### config.mk
export PLATFORM = sky130hd
export DESIGN_NAME = bytelane_exec
export DESIGN_NICKNAME = d
export VERILOG_FILES = /design/src/rtl/bytelane_pkg.sv /design/src/rtl/bytelane_upper_logic.sv /design/src/rtl/bytelane_merge.sv /design/src/rtl/bytelane_lane_cmp.sv /design/src/rtl/bytelane_exec.sv
export SDC_FILE = /design/constraint.sdc
export NUM_CORES = 1
export LEC_CHECK = 0
export BUFFER_PORTS_ARGS = -buffer_cell sky130_fd_sc_hd__buf_2
export CAP_MARGIN = 10
export CORE_MARGIN = 1
export CORE_UTILIZATION = 39
export DETAILED_ROUTE_END_ITERATION = 6
export GPL_ROUTABILITY_DRIVEN = 0
export PLACE_DENSITY_LB_ADDON = 0.25
export REMOVE_ABC_BUFFERS = 1
export SYNTH_ARGS = -nofsm -noshare
export SYNTH_HDL_FRONTEND = slang
export SYNTH_SLANG_ARGS = --single-unit
### constraint.sdc
create_clock -name vclk -period 1.1
set_clock_uncertainty 0.05 [all_clocks]
set_input_delay 0.11 -clock vclk [all_inputs]
set_output_delay 0.11 -clock vclk [all_outputs]
set_load 0.005 [all_outputs]
### src/rtl/bytelane_pkg.sv
package bytelane_pkg;
   typedef enum logic [1:0] {
      OP_AND_HI_ONES = 2'b00,
      OP_OR_HI       = 2'b01,
      OP_MERGE       = 2'b10,
      OP_LANE_CMP    = 2'b11
   } bl_op_e;
endpackage

### src/rtl/bytelane_upper_logic.sv
module bytelane_upper_logic #(
   parameter int DATA_W = 32,
   parameter int IMM_W  = 16
) (
   input  logic [DATA_W-1:0] src,
   input  logic [IMM_W-1:0]  imm,
   output logic [DATA_W-1:0] and_out,
   output logic [DATA_W-1:0] or_out
);
   localparam int LOW_W = DATA_W - IMM_W;

   logic [DATA_W-1:0] hi_ones;
   logic [DATA_W-1:0] hi_zero;

   always_comb begin
      hi_ones = {imm, {LOW_W{1'b1}}};
      hi_zero = {imm, {LOW_W{1'b0}}};
      and_out = src & hi_ones;
      or_out  = src | hi_zero;
   end
endmodule

### src/rtl/bytelane_merge.sv
module bytelane_merge #(
   parameter int DATA_W = 32,
   parameter int LANE_W = 8
) (
   input  logic                     clk,
   input  logic                     rst_n,
   input  logic [DATA_W-1:0]        a_val,
   input  logic [DATA_W-1:0]        b_val,
   input  logic [DATA_W/LANE_W-1:0] sel,
   output logic [DATA_W-1:0]        merged
);
   localparam int N_LANES = DATA_W / LANE_W;

   for (genvar i = 0; i < N_LANES; i++) begin : g_lane
      assign merged[i*LANE_W +: LANE_W] = sel[i] ? b_val[i*LANE_W +: LANE_W]
                                                 : a_val[i*LANE_W +: LANE_W];
   end

   // empty mask keeps the first operand, full mask keeps the second
   a_r3_mask_none: assert property (@(posedge clk) disable iff (!rst_n)
      (sel == '0) |-> (merged == a_val));
   a_r3_mask_full: assert property (@(posedge clk) disable iff (!rst_n)
      (sel == '1) |-> (merged == b_val));
endmodule

### src/rtl/bytelane_lane_cmp.sv
module bytelane_lane_cmp #(
   parameter int DATA_W = 32,
   parameter int LANE_W = 8
) (
   input  logic              clk,
   input  logic              rst_n,
   input  logic [DATA_W-1:0] a_val,
   input  logic [DATA_W-1:0] b_val,
   output logic              any_eq
);
   localparam int N_LANES = DATA_W / LANE_W;

   logic [N_LANES-1:0] lane_eq;

   for (genvar i = 0; i < N_LANES; i++) begin : g_eq
      assign lane_eq[i] = (a_val[i*LANE_W +: LANE_W] == b_val[i*LANE_W +: LANE_W]);
   end

   assign any_eq = |lane_eq;

   // identical operands always match
   a_r5_equal_words: assert property (@(posedge clk) disable iff (!rst_n)
      (a_val == b_val) |-> any_eq);
   // a clear flag means the lowest lanes really differ
   a_r6_low_lane_differs: assert property (@(posedge clk) disable iff (!rst_n)
      !any_eq |-> (a_val[LANE_W-1:0] != b_val[LANE_W-1:0]));
endmodule

### src/rtl/bytelane_exec.sv
module bytelane_exec #(
   parameter int DATA_W  = 32,
   parameter int IMM_W   = 16,
   parameter int LANE_W  = 8,
   parameter bit REG_OUT = 1'b0
) (
   input  logic                     clk,
   input  logic                     rst_n,
   input  logic [1:0]               op_sel,
   input  logic [DATA_W-1:0]        rs_val,
   input  logic [DATA_W-1:0]        rt_val,
   input  logic [IMM_W-1:0]         imm_val,
   input  logic [DATA_W/LANE_W-1:0] lane_mask,
   output logic [DATA_W-1:0]        result,
   output logic                     lane_match
);
   import bytelane_pkg::*;

   localparam int N_LANES = DATA_W / LANE_W;
   localparam int LOW_W   = DATA_W - IMM_W;

   if (DATA_W % LANE_W != 0) begin : g_bad_lane
      $error("DATA_W must be a whole number of lanes");
   end
   if (IMM_W <= 0 || IMM_W >= DATA_W) begin : g_bad_imm
      $error("IMM_W must be between 1 and DATA_W-1");
   end
   if (N_LANES < 1) begin : g_bad_count
      $error("at least one lane is required");
   end

   logic [DATA_W-1:0] and_res;
   logic [DATA_W-1:0] or_res;
   logic [DATA_W-1:0] merge_res;
   logic [DATA_W-1:0] result_c;
   logic              match_c;
   bl_op_e            op;

   assign op = bl_op_e'(op_sel);

   bytelane_upper_logic #(.DATA_W(DATA_W), .IMM_W(IMM_W)) u_upper (
      .src(rs_val), .imm(imm_val), .and_out(and_res), .or_out(or_res));

   bytelane_merge #(.DATA_W(DATA_W), .LANE_W(LANE_W)) u_merge (
      .clk(clk), .rst_n(rst_n), .a_val(rs_val), .b_val(rt_val),
      .sel(lane_mask), .merged(merge_res));

   bytelane_lane_cmp #(.DATA_W(DATA_W), .LANE_W(LANE_W)) u_cmp (
      .clk(clk), .rst_n(rst_n), .a_val(rs_val), .b_val(rt_val),
      .any_eq(match_c));

   always_comb begin
      unique case (op)
         OP_AND_HI_ONES: result_c = and_res;
         OP_OR_HI:       result_c = or_res;
         OP_MERGE:       result_c = merge_res;
         OP_LANE_CMP:    result_c = '0;
         default:        result_c = '0;
      endcase
   end

   if (REG_OUT) begin : g_reg
      always_ff @(posedge clk or negedge rst_n) begin
         if (!rst_n) begin
            result     <= '0;
            lane_match <= 1'b0;
         end else begin
            result     <= result_c;
            lane_match <= match_c;
         end
      end
   end else begin : g_comb
      assign result     = result_c;
      assign lane_match = match_c;
   end

   // the low half passes through untouched
   a_r1_and_low_pass: assert property (@(posedge clk) disable iff (!rst_n)
      (op_sel == 2'b00) |-> (result_c[LOW_W-1:0] == rs_val[LOW_W-1:0]));
   // upper bits can only be cleared, never set
   a_r1_and_hi_subset: assert property (@(posedge clk) disable iff (!rst_n)
      (op_sel == 2'b00) |-> ((result_c[DATA_W-1:LOW_W] & ~rs_val[DATA_W-1:LOW_W]) == '0));
   // the low half passes through and upper bits can only be set
   a_r2_or_low_pass: assert property (@(posedge clk) disable iff (!rst_n)
      (op_sel == 2'b01) |-> (result_c[LOW_W-1:0] == rs_val[LOW_W-1:0]));
   a_r2_or_hi_superset: assert property (@(posedge clk) disable iff (!rst_n)
      (op_sel == 2'b01) |-> ((rs_val & ~result_c) == '0));
   // lane compare yields a zero word
   a_r4_cmp_zero: assert property (@(posedge clk) disable iff (!rst_n)
      (op_sel == 2'b11) |-> (result_c == '0));
   // no unknown bits for known inputs
   a_r8_known_out: assert property (@(posedge clk) disable iff (!rst_n)
      !$isunknown({op_sel, rs_val, rt_val, imm_val, lane_mask})
      |-> !$isunknown({result_c, match_c}));
endmodule

# Word level (Yosys, flattened, before mapping)
# Index checks and enable logic that the tools add are counted.
# Widths: inputs -> output; s select.
# word_totals
ff_bits,0
out_inout_bits,33
word_cells,16
# op_classes
n_eq_ne,7
muxes,5
n_bitwise,2
n_reduce_logical,2
# op_table
op,n
$pmux 32 s4,1
$and 32x32->32,1
$eq 8x8->1,4
$mux 8,4
$or 32x32->32,1
$eq 2x2->1 const B,2
$reduce_or 4->1,1
$eq 2x1->1 const B,1
$logic_not 2->1,1

# Depth between registers and ports, before layout
# depth
word_depth,2
ltp_mapped,5
mapped_depth_nobuf,4

# Hierarchy
# Synthesis repeated with hierarchy kept, for this count alone.
# hier_totals
cells_unflattened,222
area_unflattened_um2,2124.5
# by_module_without_submodules
module,n_inst,cells_per_inst,area_each_um2,seq_area_each_um2
bytelane_exec,1,77,787.0,0.0
bytelane_merge,1,36,525.5,0.0
bytelane_upper_logic,1,64,460.4,0.0
bytelane_lane_cmp,1,45,351.6,0.0

# Worst setup path after synthesis
# OpenSTA, ideal clock, no wires.
# synth_timing
kind,input port to output port
startpoint,input port op_sel[1]
endpoint,output port result[16]
arrival_ps,741
setup_slack_ps,199
path_stages,5
n_path_buf,3
path_cell_list,buf_2 > nand2b_1 > buf_6 > buf_6 > o22ai_2
# synth_via
elab_chain_len,2
# synth_lines
item,line_no,text
"start, declared",bytelane_exec.sv:9,"input logic [1:0] op_sel,"
"$eq 2x2->1, or another cell as far along",bytelane_exec.sv:53,unique case (op)
$pmux 32 s4 *,bytelane_exec.sv:53,
"end, declared",bytelane_exec.sv:14,"output logic [DATA_W-1:0] result,"
# Mark *: on every way between the ends. The rest lies on a longest branch, timed or not.

# Final worst setup path
# layout_timing
startpoint,input port rt_val[29]
endpoint,output port lane_match
# layout_via
elab_chain_len,2
# layout_lines
item,line_no,text
"start, declared",bytelane_exec.sv:11,"input logic [DATA_W-1:0] rt_val,"
$eq 8x8->1,bytelane_lane_cmp.sv:16,assign lane_eq[i] = (a_val[i*LANE_W +: LANE_W] == b_val[i*LANE_W +: LANE_W]);
$reduce_or 4->1,bytelane_lane_cmp.sv:19,assign any_eq = |lane_eq;
"end, declared",bytelane_exec.sv:15,output logic lane_match
# No other way between the ends.

==> flow_summary.json <==
{
  "total_power_uw": 897,
  "antenna_left": 0,
  "floorplan.initialDensity": 0.420,
  "firstDrtPassIters": 4,
  "routed.top_layer": "met3",
  "grt_max_degree": 21,
  "nClkBuffers": 0,
  "synth_top_area_cell": "xor2_1",
  "max-cap-violations": 0,
  "postLayoutSetupSlackWorst_ns": -0.0768,
  "dr_total_vias": 1795,
  "ir_worst_vdd_uv": 239,
  "drt_iter0_drc": 56,
  "crit_path_start": "rt_val[29]",
  "worst-slew-pin-transition_ns": 0.254,
  "overflow": 0,
  "ys_warn_count": 0,
  "power_density_nw_per_um2": 418,
  "viasPerCell": 5.16,
  "met1Wirelength_mm": 1.89,
  "crit_path_end_kind": "output port",
  "period_minus_slack_ns": 1.18,
  "drc": 0,
  "slew_headroom": 0.829,
  "cts_setup_buffers": 0,
  "die-area_um2": 3600,
  "antenna_found_initial": 0,
  "die_w_um": 60.0,
  "routed-wl-met2_mm": 1.89,
  "multi_input_area_um2": 1180,
  "required_ns": 0.94,
  "place_area_um2": 2060,
  "min-delay-start": "rs_val[5]",
  "syn2layout_area_growth_pct": 63.5,
  "drive_above_1_share": 0.539,
  "placed_cells": 348,
  "io_pins": 121,
  "synth_top_area_share": 0.214,
  "diodes": 0,
  "finalHoldViolCount": 0,
  "slew_viol_final": 0,
  "finalSetupViolations": 1,
  "timing.fmax_ghz": 0.850,
  "synth_cell_types": 18,
  "grt_pass1_vias": 1565,
  "crit_type": "in -> out",
  "leakage_uw": 0.00115,
  "wl_met3_um": 320,
  "synth_area_leaders": "xor2_1 (21%), mux2i_1 (12%), a2bb2oi_1 (11%)",
  "regArea_um2": 0,
  "seq_area_frac_synth": 0,
  "instances_no_fill": 348,
  "hold_class": "in -> out",
  "syn_area_um2": 1310,
  "portBuffers": 119,
  "outcome": "complete, but fails checks",
  "grt_pass1_wl_mm": 6.19,
  "stdcell_area_um2": 2150,
  "whs_ns": 0.527,
  "syn_area_per_cell_um2": 7.50,
  "std_cell_rows": 20,
  "final_net_count": 394,
  "wire_per_inst_um": 11.8,
  "seq_cell_count": 0,
  "critPathArrivalTime_ns": 1.02,
  "nFillCells": 272,
  "grt_setup_unrepaired": "yes",
  "failed_checks": "setup timing",
  "post-route-period-util": 1.07,
  "syn_inst": 175,
  "dieHeight_um": 60.0,
  "dp_hpwl_mm": 3.33,
  "startpoint_type": "input port",
  "track_usage": 0.210,
  "cp_max_fo": 2,
  "routed_wl_mm": 4.10,
  "core-area_um2": 3130,
  "ctsHoldBuffers": 0
}
## synth_stat cells
master	number
clkbuf_2	1
nand4_1	1
xor2_1	32
mux2i_1	16
o21a_1	16
and2_4	2
buf_2	6
nand2b_1	1
inv_1	16
a2bb2oi_1	16
clkbuf_1	1
o22ai_2	10
o22ai_1	22
buf_4	1
buf_6	6
nor4_1	8
nand2_1	4
a21oi_1	16
## cell usage in the layout, fill, tap and decap left out
cell       instances
a21oi_1           13
a21oi_2            3
a2bb2oi_1         16
and2_4             2
buf_12             2
buf_2            112
buf_4             24
buf_6              4
buf_8              1
clkbuf_4           1
inv_1             16
mux2i_1           16
nand2_1            4
nand2b_1           1
nand4_1            1
nor4_1             4
nor4_2             4
o21a_1            16
o22ai_1           22
o22ai_2           10
xor2_1            31
xor2_2             1
## logic make-up after synthesis
group,synth area share
AO/OA/AOI/OAI,0.459
XOR/XNOR,0.214
buffers and inverters,0.133
multiplexers,0.122
AND/OR/NAND/NOR,0.0725
## routing by layer
| layer | GRT usage | vias up |
|---|---|---|
| li1 | - | 918 |
| met1 | 0.264 | 797 |
| met2 | 0.408 | 80 |
| met3 | 0.0152 | 0 |
| met4 | 0 | 0 |
| met5 | 0 | - |
## worst paths after layout
path,end,depth (start not counted)
worst max-delay path,lane_match,6
worst min-delay path,result[5],4
## per-stage QoR
step	setup WS, ns	setup TNS, ns	utilization
final	-0.0768	-0.0768	0.686
after global routing	-0.125	-0.125	0.686
after CTS	-0.113	-0.113	0.665
after detailed placement	-0.123	-0.123	0.659
after global placement	-0.115	-0.115	0.659
after floorplan	0.132	0	-
## power by group
group / switching, uW / internal, uW
registers: 0 / 0
logic: 407 / 489
clock network: 0 / 0
total: 407 / 489
## critical path, cell delays in order
cell and delay, ns:
buf_8 0.10, xor2_2 0.17, nor4_2 0.28, nand2_1 0.12, nand4_1 0.12, buf_2 0.12
## timing repair
| item | in CTS | in global routing |
|---|---|---|
| setup endpoints to repair | 1 | 16 |
| pin swaps | 7 | 10 |
| resized for setup | 4 | 15 |
## layout make-up
cell class	instances	share of cell area
inverter	16	0.0280
multi-input combinational	144	0.551
tap	44	0.0257
timing repair buffer	144	0.395
Note: power is estimated with default switching activity, not from simulation.
